<file path="src/rtl/oneshot_pkg.sv">
package oneshot_pkg;
  typedef struct packed {
    logic a;
    logic b;
    logic clr;
  } trig_in_t;

  localparam trig_in_t IDLE_HIST = '{a: 1'b1, b: 1'b0, clr: 1'b1};
endpackage

</file>
<file path="src/rtl/os_trig_detect.sv">
module os_trig_detect
  import oneshot_pkg::*;
(
  input  logic     clk_i,
  input  logic     rst_ni,
  input  trig_in_t in_i,
  output logic     fire_o,
  output logic     hold_o
);
  trig_in_t cur_q, prv_q;

  always_ff @(posedge clk_i or negedge rst_ni) begin
    if (!rst_ni) begin
      cur_q <= IDLE_HIST;
      prv_q <= IDLE_HIST;
    end else begin
      prv_q <= cur_q;
      cur_q <= in_i;
    end
  end

  logic a_fall, b_rise, clr_rise;
  assign a_fall   = prv_q.a & ~cur_q.a & cur_q.b;
  assign b_rise   = ~prv_q.b & cur_q.b & ~cur_q.a;
  assign clr_rise = ~prv_q.clr & ~cur_q.a & cur_q.b;

  // clear level gates every trigger source
  assign fire_o = cur_q.clr & (a_fall | b_rise | clr_rise);
  assign hold_o = cur_q.clr;
endmodule

</file>
<file path="src/rtl/os_pulse_timer.sv">
module os_pulse_timer #(
  parameter int WIDTH_W = 16
) (
  input  logic               clk_i,
  input  logic               rst_ni,
  input  logic               fire_i,
  input  logic               hold_i,
  input  logic [WIDTH_W-1:0] width_i,
  output logic               active_o
);
  localparam logic [WIDTH_W-1:0] CNT_ONE = WIDTH_W'(1);

  logic [WIDTH_W-1:0] cnt_q;

  always_ff @(posedge clk_i or negedge rst_ni) begin
    if (!rst_ni)               cnt_q <= '0;
    else if (!hold_i)          cnt_q <= '0;
    else if (fire_i)           cnt_q <= width_i;
    else if (cnt_q != '0)      cnt_q <= cnt_q - CNT_ONE;
  end

  assign active_o = (cnt_q != '0);

  assert_clear_wins_R4: assert property (@(posedge clk_i) disable iff (!rst_ni)
    !hold_i |=> !active_o);
  assert_reload_R3: assert property (@(posedge clk_i) disable iff (!rst_ni)
    hold_i && fire_i |=> cnt_q == $past(width_i));
  assert_count_down_R6: assert property (@(posedge clk_i) disable iff (!rst_ni)
    hold_i && !fire_i && active_o |=> cnt_q == $past(cnt_q) - CNT_ONE);
  assert_zero_width_R7: assert property (@(posedge clk_i) disable iff (!rst_ni)
    hold_i && fire_i && (width_i == '0) |=> !active_o);
  assert_idle_stays_R6: assert property (@(posedge clk_i) disable iff (!rst_ni)
    !fire_i && !active_o |=> !active_o);
endmodule

</file>
<file path="src/rtl/os_channel.sv">
module os_channel
  import oneshot_pkg::*;
#(
  parameter int WIDTH_W = 16
) (
  input  logic               clk_i,
  input  logic               rst_ni,
  input  logic               a_i,
  input  logic               b_i,
  input  logic               clr_ni,
  input  logic [WIDTH_W-1:0] width_i,
  output logic               q_o,
  output logic               qn_o
);
  trig_in_t in_s;
  logic     fire_s, hold_s, active_s;

  assign in_s = '{a: a_i, b: b_i, clr: clr_ni};

  os_trig_detect u_det (
    .clk_i  (clk_i),
    .rst_ni (rst_ni),
    .in_i   (in_s),
    .fire_o (fire_s),
    .hold_o (hold_s)
  );

  os_pulse_timer #(.WIDTH_W(WIDTH_W)) u_tmr (
    .clk_i    (clk_i),
    .rst_ni   (rst_ni),
    .fire_i   (fire_s),
    .hold_i   (hold_s),
    .width_i  (width_i),
    .active_o (active_s)
  );

  assign q_o  = active_s;
  assign qn_o = ~active_s;
endmodule

</file>
<file path="src/rtl/dual_oneshot.sv">
module dual_oneshot #(
  parameter int NUM_CH  = 2,
  parameter int WIDTH_W = 16
) (
  input  logic                      clk_i,
  input  logic                      rst_ni,
  input  logic [NUM_CH-1:0]         a_i,
  input  logic [NUM_CH-1:0]         b_i,
  input  logic [NUM_CH-1:0]         clr_ni,
  input  logic [NUM_CH*WIDTH_W-1:0] width_i,
  output logic [NUM_CH-1:0]         q_o,
  output logic [NUM_CH-1:0]         qn_o
);
  for (genvar c = 0; c < NUM_CH; c++) begin : g_ch
    os_channel #(.WIDTH_W(WIDTH_W)) u_ch (
      .clk_i   (clk_i),
      .rst_ni  (rst_ni),
      .a_i     (a_i[c]),
      .b_i     (b_i[c]),
      .clr_ni  (clr_ni[c]),
      .width_i (width_i[c*WIDTH_W +: WIDTH_W]),
      .q_o     (q_o[c]),
      .qn_o    (qn_o[c])
    );
  end

  assert_idle_in_reset_R9: assert property (@(posedge clk_i)
    !rst_ni |-> (q_o == '0));
endmodule

</file>
<file path="config.mk">
export PLATFORM = sky130hd
export DESIGN_NAME = dual_oneshot
export DESIGN_NICKNAME = d
export VERILOG_FILES = /design/src/rtl/oneshot_pkg.sv /design/src/rtl/os_trig_detect.sv /design/src/rtl/os_pulse_timer.sv /design/src/rtl/os_channel.sv /design/src/rtl/dual_oneshot.sv
export SDC_FILE = /design/constraint.sdc
export NUM_CORES = 1
export LEC_CHECK = 0
export BUFFER_PORTS_ARGS = -buffer_cell sky130_fd_sc_hd__buf_2
export CORE_ASPECT_RATIO = 1.4
export CORE_MARGIN = 1.5
export CORE_UTILIZATION = 50
export CTS_CLUSTER_DIAMETER = 80
export DETAILED_ROUTE_END_ITERATION = 12
export MAX_ROUTING_LAYER = met4
export PLACE_DENSITY = 0.72
export SLEW_MARGIN = 20
export SYNTH_ARGS = -nofsm -noshare
export SYNTH_HDL_FRONTEND = slang
export SYNTH_SLANG_ARGS = --single-unit
</file>
<file path="constraint.sdc">
create_clock -name clk_i -period 2.02 [get_ports clk_i]
set_input_delay 0.404 -clock clk_i [delete_from_list [all_inputs] [get_ports clk_i]]
set_output_delay 0.404 -clock clk_i [all_outputs]
set_load 0.01 [all_outputs]
</file>
After elaboration in Yosys (flattened, before gate mapping):

Index checks and enable logic that the tools add are counted.

* memory bits (writable): 0
* bits in latches: 0
* logic and storage cells: 52
* bits in registers: 44
* output and inout port bits: 4
* bits in read-only memories: 0
* input port bits: 40
* memories kept: 0

* eq/ne operators: 2
* shift-type cells: 0
* bitwise logic cells: 26
* reductions and logical operators: 2
* order comparisons: 0
* multiplexer cells: 6
* add/sub/neg operators: 2
* divide/modulo/power cells: 0
* multiply operators: 0

Operators by type and width (count)
* $mux 16: 6
* $reduce_bool 16->1: 2
* $sub 16x1->16 const B: 2
* $and 1x1->1: 14
* $not 1->1: 8
* $ne 3x1->1 const B: 2
* $or 1x1->1: 4

Logic depth before layout (Yosys ltp):

Gate-level depths: netlist of the first run.

* word-level depth: 8
* gate-level depth with buffers: 8
* mapped depth without buffers: 8

Hierarchy:

From an unflattened synthesis of the first run, not the netlist that was laid out.

* cells, all modules: 242
* area, all modules: 2369.8 um^2

Modules (own cells, without submodules)
* os_pulse_timer: seq. area each 400.4 um^2, area each 1003.5 um^2, instances 2, cells an instance 111
* os_trig_detect: seq. area each 155.1 um^2, area each 177.7 um^2, instances 2, cells an instance 9
* os_channel: seq. area each 0.0 um^2, area each 3.8 um^2, instances 2, cells an instance 1

Worst setup path after synthesis of the first run:

No wires, ideal clock.

* kind: register -> register
* from: register g_ch[1].u_ch.u_tmr.cnt_q[0]
* to: register g_ch[1].u_ch.u_tmr.cnt_q[1]
* data arrival time: 1992 ps
* data required time: 1943 ps
* clock period less this slack: 2069 ps
* path buffers: 0
* cell stages (with the launch flop): 9
* library setup time: 77 ps
* setup slack: -49 ps
* cell sequence: dfrtp_1 inv_1 ha_1 nor3b_1 and4b_1 nand2_1 inv_2 mux2_2 a21oi_1

* elaborated cells between the ends (all ways): 6
* those cells by class: 1 x add/sub; 1 x eq/ne; 3 x mux; 1 x reduce/logical

RTL lines
* from (decl): RTL line os_pulse_timer.sv:13 `logic [WIDTH_W-1:0] cnt_q;`
* from (signal assigned): RTL line os_pulse_timer.sv:18 `else if (fire_i) cnt_q <= width_i;`
* from (signal assigned): RTL line os_pulse_timer.sv:19 `else if (cnt_q != '0) cnt_q <= cnt_q - CNT_ONE;`
* $reduce_bool 16->1
* named net g_ch[1].u_ch.q_o: RTL line os_channel.sv:12 `output logic q_o,`
* $ne 3x1->1 (no source line)

The timed path passes the listed nets, and every way through them passes these cells. The select of a mux whose other input is x is not followed.
A chain may end at the register's enable or synchronous reset.

Final worst setup path of the first run:

* from: register g_ch[0].u_ch.u_tmr.cnt_q[5]
* to: output q_o[0]

* word-level cells in the longest chain between the ends: 1

Ends and longest elaborated chain
* from (decl): RTL line os_pulse_timer.sv:13
* from (signal assigned): RTL line os_pulse_timer.sv:18
* from (signal assigned): RTL line os_pulse_timer.sv:19
* $reduce_bool 16->1: RTL line os_pulse_timer.sv:22 `assign active_o = (cnt_q != '0);`
* to (decl): RTL line dual_oneshot.sv:11 `output logic [NUM_CH-1:0] q_o,`

Every way passes these cells.

==> impl_metrics.toml, run 1 <==
[status]
status = "complete, but fails checks"
violations = "setup timing"

[global_routing]
grt_overflow = 0
grt_max_degree = 23
grt_pass1_vias = 1881
grt_pass1_wl_mm = 8.27
grt_usage = 0.224
antenna_found_initial = 0

[die]
core_area_mm2 = 0.00450
io_pins = 44
die_h_um = 83.8
die_area_mm2 = 0.00509
die_x_um = 60.7
rows = 29
initial_core_util = 0.518

[clock_tree]
clk_pin_slew_worst_paths_ns = 0.08
postCtsHoldBufs = 0
tritoncts = "done"
clock_latency_ns = 0.30
cts_buffer_depth = 2
clkSinkCount = 44
cts_buffers = 5
root_buffer = "clkbuf_8"
h-tree-depth = 2

[power]
swShare = 0.370
combinationalPowerShare = 0.518
power_frac_clock = 0.158
power.density_mw_per_mm2 = 1430
irDropWorstVdd_uv = 783
power.total_uw = 4260
p_switching_uw = 1580
p_seq_frac = 0.324
intPower_uw = 2680
leakage_uw = 0.00133

[detailed_routing]
drt-total-wl_mm = 5.06
drt_iter0_drc = 54
vias = 1891
first_pass_iters = 4
routed_via_density = 5.18
avgRoutedWirePerCell_um = 13.9
drc = 0
route.antenna.remaining_nets = 0

[synth]
synth-adder-area-share = 0.0107
yosysWarnings = 0
syn_inst = 234
synth_nets = 276
ys.flop_type = "dfrtp_1"
synth.avg_cell_area_um2 = 9.96
synth_seq_area_share = 0.477
synth_compound_area_frac = 0.122
synth_edf_count = 0
synth-simple-area-share = 0.236
synth_top_family_by_area = "simple AND/OR/NAND/NOR gates"
synthMuxAreaShare = 0.00913
synthDistinctLibCells = 52
synth-seq-cells = 44
synth_xor_area_frac = 0.0977
synth_area_mm2 = 0.00233
async_flop_share = 1.00

[place]
io_buffers = 43
place_hpwl_mm = 3.52
gp_congestion = 0.820
dpl.cell_count = 342

[layout]
multi_input_area_mm2 = 0.00115
fillers = 397
stdcell_count = 365
drive_gt1_frac = 0.389
postLayoutCoreUtil = 0.661
area_delta_synth_final_pct = 27.5
fin_nets = 344
regArea_mm2 = 0.00111
n_antenna_cell = 0

[timing]
fin_ws_ns = -0.206
fmax_mhz = 449
setup_violations = 4
rsz0062_at_grt = "true"
drv_slew = 0
finalHoldViolations = 0
whs_ns = 0.0625
worst_pin_slew_ns = 0.500
relSlewSlack = 0.666
fin_skew_ns = 0.00534
period_share = 1.10
min_period_ns = 2.23

[hold_path]
hold_path_class = "in -> async"

[worst_setup_path]
rrSetupSlack_ns = 0.02
crit_path_end_kind = "output port"
crit_path_max_fanout = 3
cp.required_ns = 1.62
path_class = "reg -> out"
worstSetupStartpointType = "flip-flop"
cp.arrival_ns = 1.82

[job]
max_cap_violations = 0
## kinds of logic (layout without fill, tap and decap cells)
logic type               after synthesis  count (layout)
multiplexers                           2               2
AO/OA/AOI/OAI                         38              38
buffers and inverters                 22              91
flip-flops                            44              44
AND/OR/NAND/NOR                      100             100
XOR/XNOR                              26              26
adder cells (fa/ha/maj)                2               2
## placed cells by master (no fill, tap or decap), drive strengths merged, types with 3 or more instances in the layout
cell / Yosys / final
or4: 3 / 3
o21ai: 12 / 12
dfrtp: 36 / 36
xor2: 10 / 10
nor2b: 3 / 3
nor2: 28 / 28
dfstp: 8 / 8
nor3: 5 / 5
a21boi: 3 / 3
and2: 3 / 3
buf: 6 / 76
inv: 7 / 7
nor4: 8 / 8
a211oi: 12 / 12
nand3: 7 / 7
xnor2: 16 / 16
nand2: 27 / 27
clkbuf: 9 / 5
## Yosys cell counts, types with 4 or more instances
cell | n | area (µm²)
dfrtp_1 | 36 | 901
dfstp_2 | 8 | 210
buf_4 | 4 | 30.0
xnor2_1 | 16 | 140
nand3_1 | 7 | 35.0
clkbuf_1 | 8 | 30.0
nor2_1 | 28 | 105
xor2_1 | 10 | 87.6
o21ai_0 | 10 | 50.1
a211oi_1 | 7 | 52.6
a211oi_2 | 5 | 62.6
nand2_1 | 27 | 101
inv_1 | 6 | 22.5
nor4_1 | 4 | 25.0
## critical path: stages (launching register included)
cell and delay, ns:
dfrtp_1 0.40, or4_4 0.59, nor4_4 0.34, inv_1 0.06
buf_2 0.14
## registers in the layout, summed over array words and instances (netlist names)
signal,count
g_ch.u_ch.u_det.cur_q,4
g_ch.u_ch.u_det.hold_o,2
g_ch.u_ch.u_det.prv_q,6
g_ch.u_ch.u_tmr.cnt_q,32
## worst paths after layout
kind,depth (start not counted),endpoint,start
max,4,q_o[0],g_ch[0].u_ch.u_tmr.cnt_q[5]$_DFFE_PN0P_
min,1,g_ch[0].u_ch.u_tmr.cnt_q[3]$_DFFE_PN0P_,rst_ni
max reg2reg,7,g_ch[0].u_ch.u_tmr.cnt_q[1]$_DFFE_PN0P_,g_ch[0].u_ch.u_tmr.cnt_q[5]$_DFFE_PN0P_
min reg2reg,0,g_ch[0].u_ch.u_det.prv_q[2]$_DFF_PN1_,g_ch[0].u_ch.u_det.cur_q[2]$_DFF_PN1_
max in group asynchronous,2,g_ch[0].u_ch.u_det.hold_o$_DFF_PN1_,rst_ni
min in group clk_i,1,g_ch[1].u_ch.u_det.cur_q[2]$_DFF_PN1_,a_i[1]
## cell type report
class                           instances  area share
Timing Repair Buffer                   76       0.167
Clock buffer                            5      0.0231
Sequential cell                        44       0.374
Multi-Input combinational cell        168       0.387
Clock inverter                          3      0.0143
Inverter                                7     0.00884
Tap cell                               62      0.0261
## per-layer routing
metal	up-vias	routed length, µm	track usage
li1	945	-	-
met2	44	2790	0.376
met4	0	153	0.103
met3	14	161	0.0512
met5	-	0	-
met1	888	1960	0.240
## through the flow
stage | cell area, µm² | worst slack (ns) | TNS (ns)
after floorplan | 2340 | 0.0171 | 0
after global placement | 2690 | 0.0442 | 0
after detailed placement | 2690 | 0.0116 | 0
after CTS | 2910 | -0.234 | -0.454
after global routing | 2970 | -0.262 | -0.996
final | 2970 | -0.206 | -0.526
## power by group through the flow
| stage | clock, µW | sequential, µW | combinational (µW) |
|---|---|---|---|
| 2_1_floorplan | 0 | 1330 | 1450 |
| 3_3_place_gp | 0 | 1370 | 1830 |
| 3_5_place_dp | 0 | 1380 | 1850 |
| 4_1_cts | 688 | 1370 | 2090 |
| 5_1_grt | 728 | 1410 | 2430 |
| 6_report | 674 | 1380 | 2210 |
## repair_timing
| item | in CTS | in global routing |
|---|---|---|
| resized for setup | 9 | 5 |
| pin swaps | 9 | 4 |
| setup buffers | 10 | 5 |
| endpoints found under the hold margin | 0 | 0 |
| endpoints found under the setup margin | 4 | 21 |
(Power assumes the default switching activity.)
==> inputs of run 2 (changes only) <==
--- a/config.mk
+++ b/config.mk
@@ -12,7 +12,7 @@
 export CTS_CLUSTER_DIAMETER = 80
 export DETAILED_ROUTE_END_ITERATION = 12
 export MAX_ROUTING_LAYER = met4
-export PLACE_DENSITY = 0.72
+export PLACE_DENSITY = 0.77
 export SLEW_MARGIN = 20
 export SYNTH_ARGS = -nofsm -noshare
 export SYNTH_HDL_FRONTEND = slang
==> run 2 against run 1 <==
Compared with the run above: the run still ends with setup timing left; flip-flop and latch count unchanged; global-route usage rose by 0.18 points; count of clock-buffer cells in the layout is 1 higher; clock skew grew 0.0020 ns; critical path type unchanged; largest power group unchanged; register-to-register slack hardly changed; largest cell class unchanged.
==> impl_metrics.toml, run 2 (synthesized netlist as in run 1, its figures left out) <==
[global_routing]
grt_pass1_wl_mm = 8.45
grt_usage = 0.225
grt_pass1_vias = 1946
grt_overflow = 0
grt_max_degree = 22
antenna_found_initial = 0

[power]
swShare = 0.379
combinationalPowerShare = 0.510
leakage_uw = 0.00131
power.density_mw_per_mm2 = 1440
p_switching_uw = 1620
p_seq_frac = 0.326
irDropWorstVdd_uv = 696
power_frac_clock = 0.165
intPower_uw = 2650

[layout]
drive_gt1_frac = 0.382
final_cell_mix = "41 x buf_2, 36 x dfrtp_1, 28 x nor2_1"
fin_nets = 337
largest_register = "g_ch.u_ch.u_tmr.cnt_q"
n_antenna_cell = 0
area_delta_synth_final_pct = 26.9
largestRegisters = "g_ch.u_ch.u_tmr.cnt_q: 32 flops, g_ch.u_ch.u_det.prv_q: 6 flops, g_ch.u_ch.u_det.cur_q: 4 flops"
largest_register_ffs = 32
final_common_cell = "buf_2"

[clock_tree]
h-tree-depth = 2
clkSinkCount = 44
root_buffer = "clkbuf_8"
clk_pin_slew_worst_paths_ns = 0.08
cts_buffers = 5
clock_latency_ns = 0.29
postCtsHoldBufs = 0
cts_buffer_depth = 2
tritoncts = "done"

[job]
max_cap_violations = 0

[detailed_routing]
drc = 0
drt_iter0_drc = 62
vias = 1890
drt-total-wl_mm = 5.06
avgRoutedWirePerCell_um = 14.1
routed_via_density = 5.28
route.antenna.remaining_nets = 0
first_pass_iters = 4

[die]
die_h_um = 83.8
die_x_um = 60.7
die_area_mm2 = 0.00509
io_pins = 44
core_area_mm2 = 0.00450
rows = 29
initial_core_util = 0.518

[place]
place_hpwl_mm = 3.51
dp_slack_ns = -0.0122
io_buffers = 43
gp_congestion = 0.874

[timing]
finalHoldViolations = 0
fmax_mhz = 449
fin_skew_ns = 0.00738
period_share = 1.10
relSlewSlack = 0.688
drv_slew = 0
setup_violations = 4
rsz0062_at_grt = "true"
fin_ws_ns = -0.207
tns_ns = -0.468
worst_pin_slew_ns = 0.468
whs_ns = 0.0492
min_period_ns = 2.23

[status]
status = "complete, but fails checks"
violations = "setup timing"

[worst_setup_path]
crit_path_max_fanout = 5
crit_path_end_kind = "output port"
worstSetupStartpointType = "flip-flop"
path_class = "reg -> out"
cp.required_ns = 1.62
cp.arrival_ns = 1.82

[hold_path]
hold_path_class = "in -> async"
## run 2: per-stage QoR
step	util	instance area (µm²)	cells	power (µW)
3_3_place_gp	0.597	2690	341	3180
2_1_floorplan	-	2340	234	2780
4_1_cts	0.642	2890	355	4070
5_1_grt	0.657	2960	358	4570
6_report	0.657	2960	358	4260
3_5_place_dp	0.597	2690	341	3220
## run 2: area by class of cell
class                      count  area (µm²)
inverter                       7        26.3
clock buffer                   6        82.6
fill                         402        1540
clock inverter                 2        38.8
timing repair buffer          69         439
sequential                    44        1110
multi-input combinational    168        1180
tap                           62        77.6
## run 2: power by group through the flow
stage | Combinational [µW] | Clock (µW) | Sequential [µW]
6_report | 2170 | 703 | 1390
5_1_grt | 2390 | 770 | 1420
4_1_cts | 1970 | 725 | 1380
3_5_place_dp | 1840 | 0 | 1380
3_3_place_gp | 1820 | 0 | 1360
2_1_floorplan | 1450 | 0 | 1330
## run 2: worst max-delay path, stage by stage (launching register included)
cell and delay (ns):
dfrtp_1 0.39, or4_4 0.60, nor4_4 0.34, inv_1 0.06, buf_2 0.14
## run 2: worst paths after layout
kind | slack (ns) | cells past startpoint | startpoint | end
hold / removal | 0.05 | 1 | rst_ni | g_ch[0].u_ch.u_tmr.cnt_q[3]$_DFFE_PN0P_
min in group clk_i | 0.20 | 1 | a_i[1] | g_ch[1].u_ch.u_det.cur_q[2]$_DFF_PN1_
setup reg to reg | 0.02 | 6 | g_ch[0].u_ch.u_tmr.cnt_q[6]$_DFFE_PN0P_ | g_ch[0].u_ch.u_tmr.cnt_q[14]$_DFFE_PN0P_
hold reg to reg | 0.37 | 0 | g_ch[0].u_ch.u_det.cur_q[2]$_DFF_PN1_ | g_ch[0].u_ch.u_det.prv_q[2]$_DFF_PN1_
setup / recovery | -0.21 | 4 | g_ch[0].u_ch.u_tmr.cnt_q[6]$_DFFE_PN0P_ | q_o[0]
max in group asynchronous | 1.35 | 2 | rst_ni | g_ch[1].u_ch.u_det.prv_q[2]$_DFF_PN1_
## run 2: what timing repair did
action                                  in CTS  in global routing
hold endpoints to repair                     0                  0
endpoints found under the setup margin       4                  8
pin swaps                                    2                 11
buffers inserted                             6                  5
resized for setup                            9                  8
## run 2: layer usage
metal	wire, µm	GRT usage	vias up	share of wire
met2	2900	0.395	45	0.57
li1	-	-	925	-
met3	195	0.0481	9	0.039
met1	1890	0.242	911	0.37
met5	0	-	-	0
met4	78	0.0771	0	0.015
